$ cat src/rtl/lcv_counter.sv
`timescale 1ns/1ps
module lcv_counter #(
  parameter int CNT_W      = 16,
  parameter int ZRUN_LONG  = 16,
  parameter int ZRUN_SHORT = 8
) (
  input  logic               clk,
  input  logic               rst_n,
  input  logic               bit_en,
  input  logic               bpv,
  input  logic               rx_zero,
  input  logic               subst_cw,
  input  logic               cfg_xz_en,
  input  logic               cfg_b8zs_en,
  input  logic               rlos,
  input  logic               tick,
  output logic [CNT_W/2-1:0] snap_hi,
  output logic [CNT_W/2-1:0] snap_lo
);
  localparam int RUN_W = $clog2(ZRUN_LONG + 1);
  localparam int HALF  = CNT_W / 2;
  localparam logic [CNT_W-1:0] CNT_MAX = '1;

  logic [CNT_W-1:0] acc, snap;
  logic [RUN_W-1:0] zrun, thr;
  logic             bpv_evt, xz_evt;
  logic [1:0]       inc;
  logic [CNT_W:0]   sum;

  assign thr     = cfg_b8zs_en ? RUN_W'(ZRUN_SHORT) : RUN_W'(ZRUN_LONG);
  assign bpv_evt = bit_en & bpv & ~(cfg_b8zs_en & subst_cw);
  assign xz_evt  = bit_en & cfg_xz_en & rx_zero & (zrun == thr - 1'b1);
  assign inc     = {1'b0, bpv_evt} + {1'b0, xz_evt};
  assign sum     = {1'b0, acc} + {{(CNT_W-1){1'b0}}, inc};

  always_ff @(posedge clk) begin
    if (!rst_n)
      zrun <= '0;
    else if (bit_en)
      zrun <= !rx_zero ? '0 : (zrun == RUN_W'(ZRUN_LONG)) ? zrun : zrun + 1'b1;
  end

  always_ff @(posedge clk) begin
    if (!rst_n) begin
      acc  <= '0;
      snap <= '0;
    end else if (tick) begin
      snap <= acc;
      acc  <= {{(CNT_W-2){1'b0}}, inc};
    end else begin
      acc <= sum[CNT_W] ? CNT_MAX : sum[CNT_W-1:0];
    end
  end

  assign snap_hi = snap[CNT_W-1:HALF];
  assign snap_lo = snap[HALF-1:0];
endmodule

$ cat config.mk
export PLATFORM = sky130hd
export DESIGN_NAME = lcv_counter
export DESIGN_NICKNAME = d
export VERILOG_FILES = /design/src/rtl/lcv_counter.sv
export SDC_FILE = /design/constraint.sdc
export NUM_CORES = 1
export LEC_CHECK = 0
export ABC_CLOCK_PERIOD_IN_PS = 6700
export BUFFER_PORTS_ARGS = -buffer_cell sky130_fd_sc_hd__buf_4
export CAP_MARGIN = 20
export CORE_ASPECT_RATIO = 0.9
export CORE_MARGIN = 2
export CORE_UTILIZATION = 43
export DETAILED_ROUTE_END_ITERATION = 10
export GPL_TIMING_DRIVEN = 0
export PLACE_DENSITY = 0.63
export SLEW_MARGIN = 30
export SYNTH_ARGS = -nofsm -noshare
export SYNTH_HDL_FRONTEND = slang
export SYNTH_SLANG_ARGS = --single-unit
$ cat constraint.sdc
create_clock -name clk -period 6.7 [get_ports clk]
set_input_delay 0.335 -clock clk [delete_from_list [all_inputs] [get_ports clk]]
set_output_delay 0.335 -clock clk [all_outputs]
set_load 0.01 [all_outputs]
* After elaboration in Yosys (flattened, before gate mapping)
Cells that the tools add are included.
Cells by class: add/subtract/negate cells 4, equal/unequal tests 3, multiplexer cells 5, bitwise gates (word level) 8, reduce and logical (&&, ||, !) cells 2
Operators by type and width (number):
- adder 16 x 2 -> 17 bit | 1
- 2-to-1 mux 16 bit | 1
- 2-to-1 mux 5 bit | 3
- AND 1 bit | 6
- adder 5 x 1 -> 5 bit (second input constant) | 1
- equality test 5 bit | 1
- equality test 5 bit (second input constant) | 1
- subtractor 5 x 1 -> 5 bit (second input constant) | 1
- adder 1 x 1 -> 2 bit | 1
- 2-to-1 mux 2 bit | 1
- != test 2 bit (second input constant) | 1
- NOT 1 bit | 2
- AND reduction 2 bit | 1
- OR reduction 2 bit | 1
Word-level totals: register bits after elaboration 37, bits of input ports 10, logic and storage cells 26

* Depth between registers and ports, before layout
Gate-level depths: netlist of the first run.
depth in word-level cells 8, depth in mapped cells 11, depth with buffers taken out 11

* Worst setup path after synthesis of the first run
OpenSTA, ideal clock, no wires.
path kind register to register, start register zrun[1], end register acc[11], data arrival time 2.429 ns, required time 6.630 ns, path slack 4.200 ns, stages on the path, launching flop included 12, path buffers 1, period minus slack after synthesis 2.500 ns, cells stage by stage dfxtp_1 -> ha_1 -> nand4_1 -> nor4b_1 -> ha_1 -> ha_1 -> inv_1 -> fa_1 -> nor4_4 -> nand2_2 -> buf_6 -> a21oi_1
Between the ends: cells in the longest elaborated chain, start to end 5
RTL lines:
- start: declaration | line 25 | logic [RUN_W-1:0] zrun, thr;
- start signal: assignment | line 40 | zrun <= !rx_zero ? '0 : (zrun == RUN_W'(ZRUN_LONG)) ? zrun : zrun + 1'b1;
- equality test 5 bit | line 32 | assign xz_evt = bit_en & cfg_xz_en & rx_zero & (zrun == thr - 1'b1);
- AND 1 bit | line 32
- adder 1 x 1 -> 2 bit | line 33 | assign inc = {1'b0, bpv_evt} + {1'b0, xz_evt};
- adder 16 x 2 -> 17 bit | line 34 | assign sum = {1'b0, acc} + {{(CNT_W-1){1'b0}}, inc};
- 2-to-1 mux 16 bit | line 51 | acc <= sum[CNT_W] ? CNT_MAX : sum[CNT_W-1:0];
- end signal: assignment | line 49 | acc <= {{(CNT_W-2){1'b0}}, inc};
- end signal: assignment | line 51
- end: declaration | line 24 | logic [CNT_W-1:0] acc, snap;
Every way passes these cells. A chain may end at the register's enable or synchronous reset.

* Worst setup path after layout of the first run
start register zrun[1], end register acc[13]
The elaborated chain is that of the path after synthesis.

==> flow_metrics.py, run 1 <==
metrics = {
    "min_path": {
        "hp-class": "input port to register",
        "min_to": "acc[1]",
        "hold_depth": 3,
        "hold_start": "rst_n",
    },
    "placed_design": {
        "gp_congestion": 0.844,
        "dp_cells": 243,
        "port_buffers": 23,
        "dp_hpwl_um": 2420,
    },
    "sta": {
        "rsz0062_at_grt": "no",
        "finalSetupViolCount": 0,
        "worst_pin_slew_ns": 0.688,
        "slew_headroom_pct": 54.1,
        "fin_crit_sh_pct": 43.2,
        "final-hold-violation-count": 0,
        "drv_slew": 0,
        "max_freq_mhz": 345,
        "period_minus_slack_ns": 2.90,
        "finalClockSkew_ns": 0.00331,
        "finalSetupTns_ns": 0,
    },
    "worst_setup_path": {
        "rr_startpoint": "zrun[1]",
        "crit_type": "register to register",
        "regToRegSetupSlack_ns": 3.80,
        "timing.rr.end": "acc[13]",
        "reg2regPathDepth": 11,
        "cp_max_fo": 10,
        "crit_path_start_kind": "register",
        "required_ns": 6.91,
        "cp-end-kind": "register",
        "arrival_ns": 3.11,
    },
    "yosys": {
        "synth_cell_types": 35,
        "yosys_register_bits": 37,
        "ys_top_cells_by_area": "dfxtp_1 43%, mux2i_1 10%, nor2b_1 6.5%, a21oi_1 4.3%, xnor2_1 4.0%",
        "syn_inst": 174,
        "synth_area_per_cell_um2": 9.94,
        "syn_nets": 190,
        "synth_seq_area_share_pct": 42.8,
        "synthArstFlopShare_pct": 0,
        "synth-edff-count": 0,
        "synth_top_area_cell": "dfxtp_1",
        "yosysWarnings": 0,
        "syn_area_um2": 1730,
        "yosysTopAreaCellShare_pct": 42.8,
        "synth_ff_type": "dfxtp_1",
    },
    "route": {
        "drt_pre_antenna_iters": 4,
        "wl_per_cell_um": 13.4,
        "via_count": 1297,
        "drt_wl_total_um": 3350,
        "drt_iter0_drc": 51,
        "post_drt_via_cell_ratio": 5.19,
        "detail-route-antenna-nets": 0,
        "route.detailed.drc": 0,
    },
    "cts": {
        "clkSinkCount": 37,
        "cts_resized": 0,
        "cts_inserted_buffers": 5,
        "post_cts_buffers": 0,
        "cts-root-buf": "clkbuf_8",
        "cts_hold_buf": 0,
        "insertion_delay_ns": 0.29,
        "htreeDepth": 2,
        "cts_tree": "yes",
        "clkTransAtPathRegs_ns": 0.07,
        "clockBufferDepth": 2,
    },
    "floorplan": {
        "fp.dieW_um": 70.9,
        "start_util_pct": 45.7,
        "ioPinCount": 26,
        "dieArea_um2": 4550,
        "core_area_um2": 3780,
        "die_y_um": 64.2,
        "row_count": 21,
    },
    "power": {
        "leakage_uw": 0.000810,
        "vdd_drop_max_uv": 103,
        "power_density_nw_per_um2": 196,
    },
    "finish": {
        "fin_cells": 250,
        "drive_above_1_share_pct": 18.6,
        "syn2layout_area_growth_pct": 18.3,
        "num_antenna_cells": 0,
        "finalNetCount": 220,
    },
    "grt": {
        "grt_pass1_vias": 1286,
        "grtUsageTotal_pct": 17.1,
        "grt_remaining_overflow": 0,
        "grt_antenna_before_repair": 0,
        "grt_max_degree": 11,
        "grt_first_pass_wirelength_um": 6100,
    },
    "outcome": {
        "status": "completed",
    },
    "job": {
        "cap_viol_max_count": 0,
    },
}
-- cell type report --
| class | instances | area [um^2] |
|---|---|---|
| clock buffers | 7 | 86.3 |
| flip-flops and latches | 37 | 741 |
| well taps | 46 | 57.6 |
| multi-input cells | 124 | 931 |
| repair buffers | 23 | 173 |
| plain buffers | 6 | 32.5 |
| inverters | 7 | 26.3 |
| fillers | 379 | 1740 |
-- how the worst max path moves through the flow --
stage	startpoint	end	slack, ns	cells after the start
after global routing	zrun[1]	acc[13]	3.51	11
after detailed placement	zrun[1]	acc[4]	3.82	11
after floorplan	zrun[1]	acc[11]	4.20	11
final	zrun[1]	acc[13]	3.80	11
after global placement	zrun[1]	acc[11]	3.91	11
after CTS	zrun[1]	acc[6]	3.78	11
-- stage by stage --
step | setup WS (ns) | instance area [um^2] | util [%] | power, uW | hold WS (ns)
final | 3.80 | 2050 | 54.1 | 401 | 0.337
after global routing | 3.51 | 2050 | 54.1 | 421 | 0.342
after CTS | 3.78 | 2050 | 54.1 | 405 | 0.339
after detailed placement | 3.82 | 1960 | 51.8 | 251 | 0.508
after global placement | 3.91 | 1960 | 51.8 | 250 | 0.497
after floorplan | 4.20 | 1730 | - | 242 | 0.473
-- placed cells by master, fill, tap and decap left out, drive strengths merged --
cell type / instances
dfxtp: 37
o21ai: 5
a21oi: 16
xor2: 5
clkbuf: 10
and4b: 2
nor4: 3
ha: 5
fa: 1
nor2: 8
inv: 7
nand3: 3
nor2b: 18
nand2: 9
a21boi: 2
nand2b: 1
and4: 1
and2: 1
a31oi: 2
nand4: 6
nor4b: 2
nor3: 4
and3: 1
a211oi: 1
buf: 26
a41oi: 1
mux2i: 18
xnor2: 8
nand4b: 1
-- flip-flops by register name, summed over array words and instances (netlist names) --
register,count
zrun,5
acc,16
snap,16
-- worst max-delay path: stages (launching register included) --
cell and delay, ns:
dfxtp_1 0.38, ha_1 0.24, nand4_1 0.14, nor4b_1 0.27
ha_1 0.19, ha_1 0.17, inv_1 0.06, fa_1 0.49
nor4_4 0.48, nand2_2 0.11, buf_6 0.16, a21oi_1 0.14
-- cells by family after synthesis --
family,count (synthesis),synth area share (%)
compound gates,27,8.82
fa+ha+maj,6,4.77
xor+xnor,13,6.58
flops,37,42.8
mux,18,10.4
simple gates,60,23.2
buf+inv,13,3.40
-- cells in the mapped netlist, drive strengths merged, types with 5 or more instances --
| master | n |
|---|---|
| a21oi | 16 |
| dfxtp | 37 |
| ha | 5 |
| inv | 7 |
| mux2i | 18 |
| nand2 | 9 |
| nand4 | 6 |
| nor2 | 8 |
| nor2b | 18 |
| o21ai | 5 |
| xnor2 | 8 |
| xor2 | 5 |
-- metal layers --
layer  GRT usage [%]  share of wire (%)  up-vias
li1                -                  -      668
met1            22.5                 49      603
met2            26.4                 45       19
met3            4.42                3.6        7
met4            7.08                1.8        0
met5               0                  0        -
-- where the power goes --
| group | switching, uW | internal [uW] | total (uW) | leakage (uW) |
|---|---|---|---|---|
| registers | 1.17 | 222 | 223 | 0.000299 |
| logic | 11.9 | 10.7 | 22.6 | 0.000468 |
| clock network | 73.7 | 81.6 | 155 | 0.0000443 |
No activity file was read; power rests on OpenSTA's default activity.
==> run 2, diff against run 1 <==
--- a/config.mk
+++ b/config.mk
@@ -5,7 +5,7 @@
 export SDC_FILE = /design/constraint.sdc
 export NUM_CORES = 1
 export LEC_CHECK = 0
-export ABC_CLOCK_PERIOD_IN_PS = 6700
+export ABC_CLOCK_PERIOD_IN_PS = 2800
 export BUFFER_PORTS_ARGS = -buffer_cell sky130_fd_sc_hd__buf_4
 export CAP_MARGIN = 20
 export CORE_ASPECT_RATIO = 0.9
==> constraint.sdc (replaced) <==
create_clock -name clk -period 2.8 [get_ports clk]
set_input_delay 0.14 -clock clk [delete_from_list [all_inputs] [get_ports clk]]
set_output_delay 0.14 -clock clk [all_outputs]
set_load 0.01 [all_outputs]
==> flow_metrics.py, run 2 (synthesized netlist as in run 1, its figures left out) <==
metrics = {
    "grt": {
        "grt_antenna_before_repair": 0,
        "grt_pass1_vias": 1287,
        "grt_max_degree": 11,
        "grt_util_met3_pct": 4.42,
        "groute.layer.met1.usage_pct": 22.2,
        "grtUsageTotal_pct": 17.0,
        "grt_first_pass_wirelength_um": 6070,
        "busiest_layer": "met2",
        "grt_use_met2_pct": 26.6,
        "grt_remaining_overflow": 0,
    },
    "finish": {
        "drive_above_1_share_pct": 25.1,
        "final_cell_mix": "35 x dfxtp_1, 30 x buf_4, 18 x mux2i_1, 18 x nor2b_1, 14 x a21oi_1",
        "syn2layout_area_growth_pct": 23.4,
        "finalNetCount": 227,
        "fin_cells": 257,
        "biggestRegsByFlops": "acc x16, snap x16, zrun x5",
        "final_common_cell": "dfxtp_1",
        "num_antenna_cells": 0,
        "fin_util_pct": 56.4,
        "final_design_area_no_fill_um2": 2130,
    },
    "floorplan": {
        "ioPinCount": 26,
        "core_area_um2": 3780,
        "die_y_um": 64.2,
        "fp.dieW_um": 70.9,
        "row_count": 21,
        "dieArea_um2": 4550,
        "start_util_pct": 45.7,
    },
    "power": {
        "clkPwrFrac_pct": 38.9,
        "p_int_uw": 751,
        "switching_share_pct": 22.1,
        "power_density_nw_per_um2": 452,
        "seqPwrFrac_pct": 55.2,
        "leakage_uw": 0.000846,
        "vdd_drop_max_uv": 250,
        "power.total_uw": 964,
        "comb_power_share_pct": 5.9,
        "switchingPower_uw": 213,
    },
    "route": {
        "wl_per_cell_um": 13.9,
        "drt_iter0_drc": 82,
        "detail-route-antenna-nets": 0,
        "drt_wl_total_um": 3570,
        "via_count": 1336,
        "drt_pre_antenna_iters": 6,
        "route.detailed.drc": 0,
        "post_drt_via_cell_ratio": 5.20,
    },
    "worst_setup_path": {
        "required_ns": 2.98,
        "path_buf_inv": 2,
        "path_cells": "ha_4, nand4_1, nor4b_2, ha_1, ha_2, inv_2, fa_2, nor4_4, buf_4, and4_1, nor3_1",
        "cp-end-kind": "register",
        "crit_type": "register to register",
        "cp_max_fo": 5,
        "crit_path_start_kind": "register",
        "arrival_ns": 2.84,
        "slowest_delay_ns": 0.41,
        "regToRegSetupSlack_ns": 0.14,
        "critPathSlowestCell": "fa_2",
        "cpLargestDelayFamily": "simple AND/OR/NAND/NOR gates",
    },
    "placed_design": {
        "gp_congestion": 0.844,
        "dp_hpwl_um": 2420,
        "dp_cells": 243,
        "port_buffers": 23,
        "placed_area_um2": 1960,
    },
    "sta": {
        "period_minus_slack_ns": 2.66,
        "fin_crit_sh_pct": 94.9,
        "slew_headroom_pct": 54.7,
        "finalSetupTns_ns": 0,
        "finalClockSkew_ns": 0.00427,
        "worst_pin_slew_ns": 0.679,
        "finalSetupViolCount": 0,
        "max_freq_mhz": 376,
        "final-hold-violation-count": 0,
        "rsz0062_at_grt": "yes",
        "drv_slew": 0,
    },
    "cts": {
        "clkTransAtPathRegs_ns": 0.07,
        "clockBufferDepth": 2,
        "htreeDepth": 2,
        "insertion_delay_ns": 0.29,
        "cts_tree": "yes",
        "cts-root-buf": "clkbuf_8",
        "clkSinkCount": 37,
        "cts_inserted_buffers": 5,
    },
    "outcome": {
        "status": "completed",
    },
    "job": {
        "cap_viol_max_count": 0,
    },
    "min_path": {
        "hp-class": "input port to register",
    },
}
## run 2: cell types whose count changed in the layout (fill, tap and decap cells not counted), moves of 2 or more
cell | previous run | this run
dfxtp_4 | 0 | 2
dfxtp_1 | 37 | 35
ha_1 | 5 | 3
buf_4 | 23 | 30
## run 2: repair_timing
| item | 4_1_cts | 5_1_grt |
|---|---|---|
| endpoints found under the setup margin | 12 | 13 |
| pin swaps | 1 | 7 |
| gates resized for setup | 1 | 10 |
| hold buffers | 0 | 0 |
| hold endpoints to repair | 0 | 0 |
| buffers inserted | 0 | 7 |
## run 2: cell type report
type	instances	area [um^2]
Buffer	6	32.5
Clock buffer	7	86.3
Fill cell	377	1650
Inverter	7	26.3
Multi-Input combinational cell	124	958
Sequential cell	37	748
Tap cell	46	57.6
Timing Repair Buffer	30	225
## run 2: metrics by stage
step | hold slack, ns | setup slack, ns
after CTS | 0.144 | 0.0952
after detailed placement | 0.450 | -0.0779
after floorplan | 0.278 | 0.300
after global routing | 0.151 | -0.0296
final | 0.142 | 0.142
after global placement | 0.435 | 0.00549
## run 2: tightest hold or removal path: stages
cell and delay (ns):
buf_4 0.13, o21ai_0 0.07, a31oi_1 0.04
## run 2: metal layers
metal	routed length (um)	vias up
met1	1710	622
li1	-	681
met2	1660	26
met3	143	7
met5	0	-
met4	60	0
## run 2: final timing paths
kind                 from       to  depth (start not counted)
hold / removal      rst_n   acc[1]                          3
setup / recovery  zrun[1]  acc[12]                         11
setup reg to reg  zrun[1]  acc[12]                         11
hold reg to reg   snap[5]  snap[5]                          2
## run 2: power by group through the flow
stage | Sequential (uW) | Combinational (uW) | Clock [uW]
after floorplan | 545 | 34.2 | 0
after global placement | 545 | 53.4 | 0
after detailed placement | 545 | 55.0 | 0
after CTS | 533 | 55.5 | 382
after global routing | 533 | 64.2 | 413
final | 533 | 56.7 | 375
==> run 3, diff against run 2 <==
--- a/config.mk
+++ b/config.mk
@@ -11,9 +11,11 @@
 export CORE_ASPECT_RATIO = 0.9
 export CORE_MARGIN = 2
 export CORE_UTILIZATION = 43
+export CTS_BUF_LIST = sky130_fd_sc_hd__clkbuf_8
 export DETAILED_ROUTE_END_ITERATION = 10
 export GPL_TIMING_DRIVEN = 0
 export PLACE_DENSITY = 0.63
+export REMOVE_ABC_BUFFERS = 1
 export SLEW_MARGIN = 30
 export SYNTH_ARGS = -nofsm -noshare
 export SYNTH_HDL_FRONTEND = slang
==> flow_metrics.py, run 3 (synthesized netlist as in run 1, its figures left out) <==
metrics = {
    "sta": {
        "drv_slew": 0,
        "slew_headroom_pct": 51.6,
        "finalSetupViolCount": 0,
        "period_minus_slack_ns": 2.58,
        "final-hold-violation-count": 0,
        "max_freq_mhz": 387,
        "finalClockSkew_ns": 0.00340,
        "rsz0062_at_grt": "no",
        "layout_setup_ws_ns": 0.219,
        "fin_crit_sh_pct": 92.2,
        "worst_pin_slew_ns": 0.726,
    },
    "grt": {
        "grtUsageTotal_pct": 15.3,
        "grt_pass1_vias": 1230,
        "grt_antenna_before_repair": 0,
        "grt_first_pass_wirelength_um": 5570,
        "grt_max_degree": 24,
        "grt_remaining_overflow": 0,
    },
    "worst_setup_path": {
        "slowest_delay_ns": 0.42,
        "cp-end-kind": "register",
        "crit_type": "register to register",
        "arrival_ns": 2.73,
        "critPathSlowestCell": "fa_2",
        "cp_max_fo": 5,
        "required_ns": 2.95,
        "crit_path_start_kind": "register",
        "path_cells": "ha_4, nand4_1, nor4b_2, ha_1, ha_2, inv_1, fa_2, and4b_1, nand4_1, xor2_1, a21oi_1",
        "crit_top_cell": "nand4_1",
    },
    "placed_design": {
        "gp_congestion": 0.707,
        "dp_hpwl_um": 2190,
        "place_ws_ns": -0.164,
        "port_buffers": 24,
    },
    "power": {
        "power_density_nw_per_um2": 473,
        "vdd_drop_max_uv": 300,
        "power.total_uw": 988,
        "leakage_uw": 0.000832,
    },
    "min_path": {
        "hp-class": "input port to register",
    },
    "route": {
        "drt_wl_total_um": 3200,
        "route.detailed.drc": 0,
        "via_count": 1290,
        "wl_per_cell_um": 12.9,
        "drt_pre_antenna_iters": 4,
        "post_drt_via_cell_ratio": 5.20,
        "drt_iter0_drc": 61,
        "detail-route-antenna-nets": 0,
    },
    "finish": {
        "drive_above_1_share_pct": 22.8,
        "nFillCells": 373,
        "final_cell_mix": "35 x dfxtp_1, 26 x buf_4, 18 x mux2i_1, 18 x nor2b_1, 15 x a21oi_1",
        "syn2layout_area_growth_pct": 20.7,
        "num_antenna_cells": 0,
        "multiInputGateArea_um2": 960,
        "finalNetCount": 217,
        "biggestRegsByFlops": "acc x16, snap x16, zrun x5",
        "final_common_cell": "dfxtp_1",
        "register_area_um2": 748,
    },
    "cts": {
        "htreeDepth": 2,
        "cts_tree": "yes",
        "clockBufferDepth": 2,
        "insertion_delay_ns": 0.28,
        "cts_inserted_buffers": 5,
        "clkTransAtPathRegs_ns": 0.07,
        "cts-root-buf": "clkbuf_8",
        "clkSinkCount": 37,
    },
    "outcome": {
        "status": "completed",
    },
    "floorplan": {
        "die_y_um": 64.2,
        "fp.dieW_um": 70.9,
        "row_count": 21,
        "core_area_um2": 3780,
        "ioPinCount": 26,
        "start_util_pct": 45.7,
        "dieArea_um2": 4550,
    },
    "job": {
        "cap_viol_max_count": 0,
    },
}
run 3: worst max-delay path: cells and delay by family, from the launching register on:
kind,cells,cell delay [ns]
buf+inv,1,0.06
simple gates,4,0.83
xor+xnor,1,0.16
compound gates,1,0.08
fa+ha+maj,4,0.95
flops,1,0.37
run 3: path summary, 6_finish.rpt:
kind,to,slack (ns),cells past startpoint,start
worst max-delay path,acc[8],0.22,11,zrun[0]
worst min-delay path,zrun[1],0.16,3,rx_zero
worst max register to register,acc[8],0.22,11,zrun[0]
worst min register to register,snap[1],0.52,2,snap[1]
run 3: metal layers:
metal / GRT usage [%] / wire length (um) / part of all wire, % / vias up
met3: 4.26 / 126 / 3.9 / 6
met2: 23.8 / 1460 / 46 / 26
li1: - / - / - / 665
met4: 5.66 / 36 / 1.1 / 0
met1: 20.2 / 1570 / 49 / 593
met5: 0 / 0 / 0 / -
run 3: report_power, final:
| group | switching [uW] | internal, uW | total (uW) |
|---|---|---|---|
| Sequential | 3.79 | 529 | 533 |
| Combinational | 28.1 | 25.2 | 53.3 |
| Clock | 179 | 222 | 402 |
run 3: timing repair:
action / in CTS / in global routing
setup buffers: 0 / 2
hold buffers: 0 / 0
setup endpoints to repair: 13 / 15
resized for setup: 1 / 9
hold endpoints to repair: 0 / 0
pin swaps: 1 / 5
run 3: final cells by class:
type / instances / area share [%]
sequential: 37 / 35.8
clock buffer: 7 / 4.61
multi-input combinational: 124 / 46.0
inverter: 7 / 1.26
timing repair buffer: 26 / 9.35
clock inverter: 1 / 0.240
tap: 46 / 2.76
run 3: stage by stage:
stage	hold slack [ns]	cells	setup TNS, ns	util [%]	cell area, um^2
CTS	0.176	246	0	53.9	2040
detailed placement	0.476	238	-1.43	51.2	1940
finish	0.164	248	0	55.2	2090
floorplan	0.262	168	0	-	1700
global route	0.210	248	0	55.2	2090
global placement	0.454	238	-0.306	51.2	1940
